--- config.mk ---
export PLATFORM = sky130hd
export DESIGN_NAME = stby_wake_ctrl
export DESIGN_NICKNAME = d
export VERILOG_FILES = /design/src/rtl/stby_pkg.sv /design/src/rtl/stby_key_snap.sv /design/src/rtl/stby_wake_src.sv /design/src/rtl/stby_fsm.sv /design/src/rtl/stby_wake_ctrl.sv
export SDC_FILE = /design/constraint.sdc
export NUM_CORES = 1
export LEC_CHECK = 0
export BUFFER_PORTS_ARGS = -buffer_cell sky130_fd_sc_hd__buf_2
export CORE_MARGIN = 10
export CORE_UTILIZATION = 45
export CTS_CLUSTER_SIZE = 12
export DETAILED_ROUTE_END_ITERATION = 6
export PLACE_DENSITY = 0.85
export SLEW_MARGIN = 0
export SYNTH_ARGS = -nofsm -noshare
export SYNTH_HDL_FRONTEND = slang
export SYNTH_SLANG_ARGS = --single-unit
--- constraint.sdc ---
create_clock -name clk -period 1.27 [get_ports clk]
set_input_delay 0.1905 -clock clk [delete_from_list [all_inputs] [get_ports clk]]
set_output_delay 0.1905 -clock clk [all_outputs]
set_load 0.05 [all_outputs]
--- src/rtl/stby_pkg.sv ---
package stby_pkg;
    typedef enum logic {ST_RUN = 1'b0, ST_STANDBY = 1'b1} stby_state_t;
    localparam int KEY_W   = 8;
    localparam int IRQ_N   = 6;
    localparam int DIV_W   = 3;
    localparam int DATA_W  = 16;
    localparam int ADDR_W  = 2;
    localparam logic [ADDR_W-1:0] A_CLKCTL = 2'd0;
    localparam logic [ADDR_W-1:0] A_LATCH  = 2'd1;
    localparam logic [ADDR_W-1:0] A_WEN    = 2'd2;
    localparam logic [ADDR_W-1:0] A_SNAP   = 2'd3;
    localparam logic [DIV_W-1:0]  STOP_CODE = 3'd7;
    localparam logic [DIV_W-1:0]  SAFE_DIV  = 3'd3;
endpackage

--- src/rtl/stby_key_snap.sv ---
module stby_key_snap
    import stby_pkg::*;
(
    input  logic             clk,
    input  logic             rst_n,
    input  logic             capture,
    input  logic [KEY_W-1:0] key_in,
    output logic [KEY_W-1:0] snap,
    output logic             differs
);
    always_ff @(posedge clk or negedge rst_n) begin
        if (!rst_n)       snap <= '0;
        else if (capture) snap <= key_in;
    end

    assign differs = (key_in != snap);

    AST_SNAP_CAPTURE: assert property (@(posedge clk) disable iff (!rst_n)
        capture |=> (snap == $past(key_in)));
endmodule

--- src/rtl/stby_wake_src.sv ---
module stby_wake_src
    import stby_pkg::*;
(
    input  logic             clk,
    input  logic             rst_n,
    input  logic             en_wr,
    input  logic [IRQ_N:0]   en_wdata,
    input  logic             in_standby,
    input  logic             key_differs,
    input  logic [IRQ_N-1:0] irq_in,
    output logic [IRQ_N:0]   wake_en,
    output logic             wake_q
);
    logic [IRQ_N-1:0] irq_hit;
    logic             cond;

    always_ff @(posedge clk or negedge rst_n) begin
        if (!rst_n)     wake_en <= '0;
        else if (en_wr) wake_en <= en_wdata;
    end

    genvar g;
    generate
        for (g = 0; g < IRQ_N; g++) begin : g_irq
            assign irq_hit[g] = irq_in[g] & wake_en[g+1];
        end
    endgenerate

    assign cond = (wake_en[0] & key_differs) | (|irq_hit);

    always_ff @(posedge clk or negedge rst_n) begin
        if (!rst_n) wake_q <= 1'b0;
        else        wake_q <= cond & in_standby;
    end

    AST_NO_WAKE_IN_RUN: assert property (@(posedge clk) disable iff (!rst_n)
        !in_standby |=> !wake_q);
endmodule

--- src/rtl/stby_fsm.sv ---
module stby_fsm
    import stby_pkg::*;
(
    input  logic             clk,
    input  logic             rst_n,
    input  logic             clk_wr,
    input  logic [DIV_W-1:0] clk_wdata,
    input  logic             wake_q,
    output logic             in_standby,
    output logic             cpu_clk_en,
    output logic [DIV_W-1:0] div_sel
);
    stby_state_t state, state_nx;
    logic        stop_wr;

    assign stop_wr = clk_wr && (clk_wdata == STOP_CODE);

    always_comb begin
        state_nx = state;
        unique case (state)
            ST_RUN:     if (stop_wr) state_nx = ST_STANDBY;
            ST_STANDBY: if (wake_q)  state_nx = ST_RUN;
        endcase
    end

    always_ff @(posedge clk or negedge rst_n) begin
        if (!rst_n) state <= ST_RUN;
        else        state <= state_nx;
    end

    always_ff @(posedge clk or negedge rst_n) begin
        if (!rst_n)
            div_sel <= SAFE_DIV;
        else if (state == ST_STANDBY && wake_q)
            div_sel <= SAFE_DIV;
        else if (clk_wr && !stop_wr)
            div_sel <= clk_wdata;
    end

    assign in_standby = (state == ST_STANDBY);
    assign cpu_clk_en = (state == ST_RUN);

    AST_STOP_DROPS_CLK: assert property (@(posedge clk) disable iff (!rst_n)
        (cpu_clk_en && stop_wr) |=> !cpu_clk_en);
    AST_WAKE_RISE: assert property (@(posedge clk) disable iff (!rst_n)
        (in_standby && wake_q) |=> cpu_clk_en);
    AST_WAKE_SAFE_DIV: assert property (@(posedge clk) disable iff (!rst_n)
        (in_standby && wake_q) |=> (div_sel == SAFE_DIV));
    AST_HOLD_STANDBY: assert property (@(posedge clk) disable iff (!rst_n)
        (in_standby && !wake_q) |=> !cpu_clk_en);
endmodule

--- src/rtl/stby_wake_ctrl.sv ---
module stby_wake_ctrl
    import stby_pkg::*;
(
    input  logic              clk,
    input  logic              rst_n,
    input  logic              wr_en,
    input  logic              rd_en,
    input  logic [1:0]        addr,
    input  logic [15:0]       wr_data,
    output logic [15:0]       rd_data,
    input  logic [7:0]        key_in,
    input  logic [5:0]        irq_in,
    output logic              cpu_clk_en,
    output logic [2:0]        div_sel
);
    logic [KEY_W-1:0] snap;
    logic             key_differs;
    logic [IRQ_N:0]   wake_en;
    logic             wake_q;
    logic             in_standby;

    stby_key_snap u_snap (
        .clk(clk), .rst_n(rst_n),
        .capture(rd_en && addr == A_LATCH),
        .key_in(key_in), .snap(snap), .differs(key_differs)
    );

    stby_wake_src u_src (
        .clk(clk), .rst_n(rst_n),
        .en_wr(wr_en && addr == A_WEN),
        .en_wdata(wr_data[IRQ_N:0]),
        .in_standby(in_standby), .key_differs(key_differs),
        .irq_in(irq_in), .wake_en(wake_en), .wake_q(wake_q)
    );

    stby_fsm u_fsm (
        .clk(clk), .rst_n(rst_n),
        .clk_wr(wr_en && addr == A_CLKCTL),
        .clk_wdata(wr_data[DIV_W-1:0]),
        .wake_q(wake_q), .in_standby(in_standby),
        .cpu_clk_en(cpu_clk_en), .div_sel(div_sel)
    );

    always_comb begin
        rd_data = '0;
        unique case (addr)
            A_CLKCTL: rd_data[DIV_W-1:0] = div_sel;
            A_LATCH:  rd_data[KEY_W-1:0] = key_in;
            A_WEN:    rd_data[IRQ_N:0]   = wake_en;
            A_SNAP:   rd_data[KEY_W-1:0] = snap;
        endcase
    end
endmodule

### Word level (Yosys, flattened, before mapping)

Cells that the tools add are included.

* equal/unequal tests: 5
* muxes and demuxes: 8
* bitwise logic cells: 10
* reductions and logical operators: 10

Operators by type and width (number)
* 3-bit case mux with 4 select lines: 1
* 4-bit case mux with 3 select lines: 1
* 1-bit bitwise AND: 8
* 8-bit != test: 1
* 1-bit logical AND: 6
* 3-bit two-way mux: 2
* 6-bit OR reduction: 1
* 2-bit == test (second input constant): 2
* 1-bit case mux with 2 select lines: 2
* 3-bit == test (second input constant): 1
* 2-bit by 1-bit == test with 1-bit output (second input constant): 1
* 2-bit logical NOT: 1
* 1-bit two-way mux: 2
* 2-bit nonzero test: 1
* 1-bit logical NOT: 1
* 1-bit inverter: 1
* 1-bit OR: 1

* register bits: 20
* input bits: 36

### Depth between registers and ports, before layout

Gate-level depths: netlist (run 1).

* depth after elaboration: 7
* depth in mapped cells: 4

### Modules after synthesis

From an unflattened synthesis (run 1), not the netlist that was laid out.

* cell total of the unflattened synthesis: 94
* area, all modules: 1231.2 sq um

Modules (own cells, without submodules)
* stby_key_snap: times used 1, cells an instance 28, area an instance 381.6 sq um
* stby_wake_src: times used 1, cells an instance 21, area an instance 351.6 sq um
* stby_wake_ctrl: times used 1, cells an instance 28, area an instance 299.0 sq um
* stby_fsm: times used 1, cells an instance 17, area an instance 198.9 sq um

### Worst setup path after synthesis (run 1)

No wires, ideal clock.

* kind: register to output
* start: register u_fsm.div_sel[2]
* end: output port rd_data[2]
* arrival time: 1.358 ns
* required time: 1.080 ns
* setup slack: -0.279 ns
* stages on the path, launching flop included: 2
* path buffers: 0
* cell sequence: dfrtp_1 -> mux4_1

* cells in the longest elaborated chain, start to end: 1

Ends and longest elaborated chain
* start: declaration: RTL line stby_fsm.sv:11 `output logic [DIV_W-1:0] div_sel`
* start signal: assignment: RTL line stby_fsm.sv:37 `div_sel <= clk_wdata;`
* 3-bit case mux with 4 select lines: RTL line stby_wake_ctrl.sv:46 `unique case (addr)`
* end: declaration: RTL line stby_wake_ctrl.sv:10 `output logic [15:0] rd_data,`

Every way passes these cells.

### Final worst setup path (run 1)

* start: register u_src.wake_en[2]
* end: output port rd_data[2]

* cells in the longest elaborated chain, start to end: 1

Ends and longest elaborated chain
* start: declaration: RTL line stby_wake_src.sv:11 `output logic [IRQ_N:0] wake_en,`
* start signal: assignment: RTL line stby_wake_src.sv:19 `else if (en_wr) wake_en <= en_wdata;`
* 3-bit case mux with 4 select lines: RTL line stby_wake_ctrl.sv:46

Every way passes these cells.

==> results of run 1 <==
==> flip-flops by register name, indices dropped and copies added (netlist names) <==
register / flops
u_fsm.div_sel: 3
u_fsm.in_standby: 1
u_snap.snap: 8
u_src.wake_en: 7
u_src.wake_q: 1
==> what timing repair did <==
action                                 4_1_cts  5_1_grt
buffers inserted                             5        6
setup endpoints to repair                   11       13
pin swaps                                    1        3
gates resized for setup                     22       10
hold buffers                                 1        0
endpoints found under the hold margin       18        0
==> metal layers <==
metal	vias up	wire (µm)
met5	-	0
met4	0	14
met3	2	252
met2	38	1660
met1	459	1280
li1	445	-
==> synth_stat cells (2+ instances only) <==
master,number
xnor2_1,8
mux4_2,2
mux2_2,19
dfrtp_1,18
a22o_1,5
nand4_1,2
mux2i_1,3
buf_4,9
nor2b_4,2
nand2_1,2
dfstp_2,2
==> report_power, final <==
| group | switching [W] | leakage (nW) | internal, W |
|---|---|---|---|
| Sequential | 0.000112 | 0.236 | 0.000805 |
| Clock | 0.000197 | 0.0210 | 0.000175 |
| Combinational | 0.000730 | 0.566 | 0.000671 |
==> cell families (layout without fill, tap and decap cells) <==
family,count (synthesis),after routing,share of synthesized area
multiplexers,25,25,0.269
flip-flops,20,20,0.429
AND/OR/NAND/NOR,14,14,0.0971
AO/OA/AOI/OAI,12,12,0.0768
buffers and inverters,11,68,0.0651
XOR/XNOR,8,8,0.0598
other,1,8,0.00320
==> critical path: cells and delay by family, from the launching register on <==
kind	cells	cell delay, ps
buf+inv	1	170
flops	1	420
mux	1	480
==> worst max path at each step <==
stage,depth (start not counted),end,start
after floorplan,1,rd_data[0],u_fsm.div_sel[0]
after global placement,4,rd_data[5],addr[0]
after detailed placement,4,rd_data[5],addr[0]
after CTS,2,rd_data[2],u_src.wake_en[2]
after global routing,2,rd_data[2],u_src.wake_en[2]
final,2,rd_data[2],u_src.wake_en[2]
==> metrics by stage <==
stage / TNS [ps] / util
detailed placement: -1510 / 0.589
CTS: -1950 / 0.651
floorplan: -207 / -
finish: -1910 / 0.680
global placement: -1090 / 0.589
global route: -2390 / 0.680
==> area by class of cell <==
type | instances | area, µm²
inverter | 1 | 3.75
clock buffer | 4 | 36.3
sequential | 20 | 504
fill | 186 | 793
timing repair buffer | 63 | 467
tap | 30 | 37.5
multi-input combinational | 67 | 636
==> results.md, run 1 <==
- Chip Width: between 70 and 80 µm
- Most frequent cells in the layout: 26 x buf_2, 23 x buf_4, 19 x mux2_2
- Hold Startpoint: wr_data[4]
- Avg WL per Cell: between 15 and 20 µm
- Leading area contributor after synthesis: dfrtp_1
- Placed instance area: between 1000 and 1500 µm²
- Critical path class: reg2out
- CTS tree: done
- CP Capture Type: output pin
- Total Routing Usage GR: 0.125
- #FFs+latches synth: 20
- Aggregate routed wire length: 3210 µm
- Worst r2r src: u_snap.snap[7]
- Worst Reg-to-Reg Cells: 5
- Port Buf Inserts: 38
- Die footprint: ~5000 µm²
- Failing checks: setup timing
- DRC viols: 0
- Root buffer cell: clkbuf_4
- Area contributors post-synth: dfrtp_1 38%, mux2_2 18%, xnor2_1 6.0%
- Vias: roughly 940
- Dpl cells: 170
- Starting Density: 0.473
- Row cnt: 18
- Count of final setup violators: 9
- Total power: 0.00269 W
- PD cells: 1600 nW/µm²
- Synth-to-layout area growth: 43.7%
- Status: complete, but fails checks
- DR pass1 iterations: 4
- RR Endpoint: u_src.wake_q
- Max Clock Skew: ~2.2 ps
- Met1 usage: 0.131
- Register area share after synthesis: 0.429
- Tmin final: ~1600 ps
- First-pass GRT wire length: between 5000 and 6000 µm
- Share of post-route cells with drive strength above 1: 0.652
- H-tree depth: 1
- ANT cells: 0
- HP Class: in2reg
- Max Slew Vio Count: 0
- # IOs: 56
- Number of synthesized flops with an enable pin: 0
- Commonest non-fill, non-tap cell in the layout: buf_2
- Largest net degree at the start of global routing: 21
- Fin area: ~1700 µm²
- Worst hold slack: about 120 ps
- Initial antenna violation count: 0
- Vias in the first global route: about 1,100
- Clock Sinks: 20
- Required @ worst endpoint: 1080 ps
- Num CTS Buffers: 3
- Synth cell types: 30
- Hold Crit Endpoint: u_src.wake_en[4]
- RSZ-0062 raised after global routing: yes
- CP Launch Type: flop
- Ys Warns: 0
- 1st-iter DRT viols: 35
- Fin crit share: 1.23
- Cell chain of the critical path: mux4_2, buf_6
- DP HPWL: about 2400 µm
- Core area: ~2500 µm²
- Cells after synthesis: 91
- Fin. Hold Viols: 0
- Longest Clk Path Bufs: 2
- Grt met3 use: 0.0488
- Hold Crit Depth: 2
- DIE HEIGHT: between 70 and 80 µm
- Post-synth ARST share: 1.00
- FMAX: roughly 640 MHz
- Final instance count without filler cells: between 150 and 200
- Met2 usage: 0.232
- Post-synth top area share: 0.384
- Vias/cell: 5.10
- Critical Path AT: ~1400 ps
- Max incr delay on CP: ~480 ps
- VDD IR max: approximately 1.2 mV
- Max-cap violation count: 0
- Worst slack, placed: -146 ps
- Mean post-synth cell area: ~13 µm²
- CP max-delay cell: mux4_2
- Predominant post-synthesis flop cell: dfrtp_1
- Nets: between 150 and 200
- Clock Pin Slew Worst Setup and Hold Paths: approximately 110 ps
- Clk_lat worst skew: between 200 and 300 ps
- GP Congestion: about 0.80
- Final WS setup: -289 ps
- Area of the mapped netlist: between 1000 and 1500 µm²
- Busiest grt layer: met2
- Routed Antenna Nets: 0
- Leak pwr: between 0.8 and 0.9 nW
- Worst R2R Setup Slack: ~60 ps
- Congestion Overflow GR: 0
- Critical Path Fanout Max: 2
Power figures use the tool's default switching activity.
==> inputs of run 2 (changes only) <==
--- a/config.mk
+++ b/config.mk
@@ -7,10 +7,10 @@
 export LEC_CHECK = 0
 export BUFFER_PORTS_ARGS = -buffer_cell sky130_fd_sc_hd__buf_2
 export CORE_MARGIN = 10
-export CORE_UTILIZATION = 45
+export CORE_UTILIZATION = 41
 export CTS_CLUSTER_SIZE = 12
 export DETAILED_ROUTE_END_ITERATION = 6
-export PLACE_DENSITY = 0.85
+export PLACE_DENSITY = 0.82
 export SLEW_MARGIN = 0
 export SYNTH_ARGS = -nofsm -noshare
 export SYNTH_HDL_FRONTEND = slang
==> constraint.sdc (replaced) <==
create_clock -name clk -period 1.43 [get_ports clk]
set_input_delay 0.2145 -clock clk [delete_from_list [all_inputs] [get_ports clk]]
set_output_delay 0.2145 -clock clk [all_outputs]
set_load 0.05 [all_outputs]
==> results.md, run 2 (synthesis gave the netlist of run 1 again) <==
- FF/Latch Area: ~500 µm²
- Max incr delay on CP: between 400 and 500 ps
- 1st-iter DRT viols: 14
- GP Congestion: between 0.7 and 0.8
- Max Slew Vio Count: 0
- Vias/cell: roughly 5.2
- First-pass GRT wire length: roughly 5000 µm
- Cell chain of the critical path: mux4_2, buf_6
- Required @ worst endpoint: roughly 1200 ps
- RSZ-0062 raised after global routing: yes
- Failing checks: setup timing
- Worst hold slack: around 130 ps
- Footprint of the multi-input gates: about 630 µm²
- DRC viols: 0
- Count of final setup violators: 7
- Routed Antenna Nets: 0
- Synth-to-layout area growth: 38.8%
- Row cnt: 19
- Commonest non-fill, non-tap cell in the layout: buf_2
- Vias: around 950
- Worst slack, placed: -63.8 ps
- VDD IR max: around 1.1 mV
- Starting Density: 0.429
- DP HPWL: about 2300 µm
- Critical Path Fanout Max: 2
- Largest net degree at the start of global routing: 21
- # fillers: about 220
- DR pass1 iterations: 2
- Congestion Overflow GR: 0
- Chip Width: approximately 73 µm
- Fin. Hold Viols: 0
- Max Clock Skew: 1.12 ps
- Max FFs per register: 8
- Tmin final: about 1600 ps
- Critical path class: reg2out
- Avg WL per Cell: 17.3 µm
- DIE HEIGHT: 73.5 µm
- Top flop regs: u_snap.snap: 8 flops, u_src.wake_en: 7 flops, u_fsm.div_sel: 3 flops
- CP Capture Type: output pin
- Max-cap violation count: 0
- HP Class: in2reg
- Critical Path AT: 1380 ps
- ANT cells: 0
- CTS tree: done
- Most frequent cells in the layout: 30 x buf_2, 21 x buf_4, 17 x mux2_2, 17 x dfrtp_1
- Total power: 0.00241 W
- Die footprint: 5400 µm²
- Nets: around 190
- Leak pwr: around 0.8 nW
- Final instance count without filler cells: 182
- Num CTS Buffers: 3
- PD cells: 1480 nW/µm²
- Total Routing Usage GR: 0.117
- Final WS setup: -162 ps
- Clock Sinks: 20
- Clock Pin Slew Worst Setup and Hold Paths: about 120 ps
- # IOs: 56
- Dpl cells: between 150 and 200
- Status: complete, but fails checks
- H-tree depth: 1
- Initial antenna violation count: 0
- Share of post-route cells with drive strength above 1: 0.629
- Root buffer cell: clkbuf_4
- Fin crit share: 1.11
- Aggregate routed wire length: between 3000 and 4000 µm
- Core area: around 2700 µm²
- Top reg by flops: u_snap.snap
- Clk_lat worst skew: about 300 ps
- CP max-delay cell: mux4_2
- CP Launch Type: flop
- Port Buf Inserts: 38
- Vias in the first global route: 1,076
- Longest Clk Path Bufs: 2
- FMAX: 628 MHz
==> run 2: report_power, final <==
group / switching [W] / total, W / internal, W
Sequential: 0.000102 / 0.000818 / 0.000716
Combinational: 0.000624 / 0.00112 / 0.000497
Clock: 0.000186 / 0.000469 / 0.000283
==> run 2: final cells by class <==
| cell class | instances | area share |
|---|---|---|
| flip-flops and latches | 20 | 0.310 |
| well taps | 31 | 0.0238 |
| repair buffers | 59 | 0.244 |
| clock buffers | 3 | 0.0138 |
| clock inverters | 1 | 0.0184 |
| inverters | 1 | 0.00231 |
| multi-input cells | 67 | 0.388 |
==> run 2: worst paths after layout <==
path	start	endpoint	slack (ps)	depth (start not counted)
setup / recovery	u_fsm.div_sel[2]	rd_data[2]	-160	2
hold / removal	wr_data[6]	u_src.wake_en[6]	130	2
setup reg to reg	u_src.wake_en[4]	u_src.wake_q	90	5
hold reg to reg	u_src.wake_q	u_fsm.div_sel[2]	500	1
max in group asynchronous	rst_n	u_fsm.div_sel[0]	710	2
min in group asynchronous	rst_n	u_snap.snap[5]	370	2
==> run 2: worst max-delay path, delay by kind of cell, from the launching register on <==
kind | cells | cell delay, ps
buf+inv | 1 | 170
flops | 1 | 430
mux | 1 | 470
==> run 2: metrics by stage <==
stage | TNS (ps) | util | area (µm²)
after floorplan | 0 | - | 1200
final | -973 | 0.595 | 1630
after global placement | -50.3 | 0.498 | 1360
after CTS | -993 | 0.576 | 1570
after global routing | -1280 | 0.595 | 1630
after detailed placement | -165 | 0.498 | 1360
==> run 2: timing repair <==
item	4_1_cts	5_1_grt
resized for setup	14	6
pin swaps	1	0
endpoints found under the hold margin	18	0
gates cloned	0	0
setup endpoints to repair	7	8
buffers inserted	14	5
hold buffers	1	0
==> run 2: metal layers <==
| metal | track usage | wire length [µm] |
|---|---|---|
| met1 | 0.121 | 1190 |
| met2 | 0.210 | 1640 |
| met3 | 0.0498 | 328 |
| met4 | 0.0269 | 8 |
| met5 | 0 | 0 |
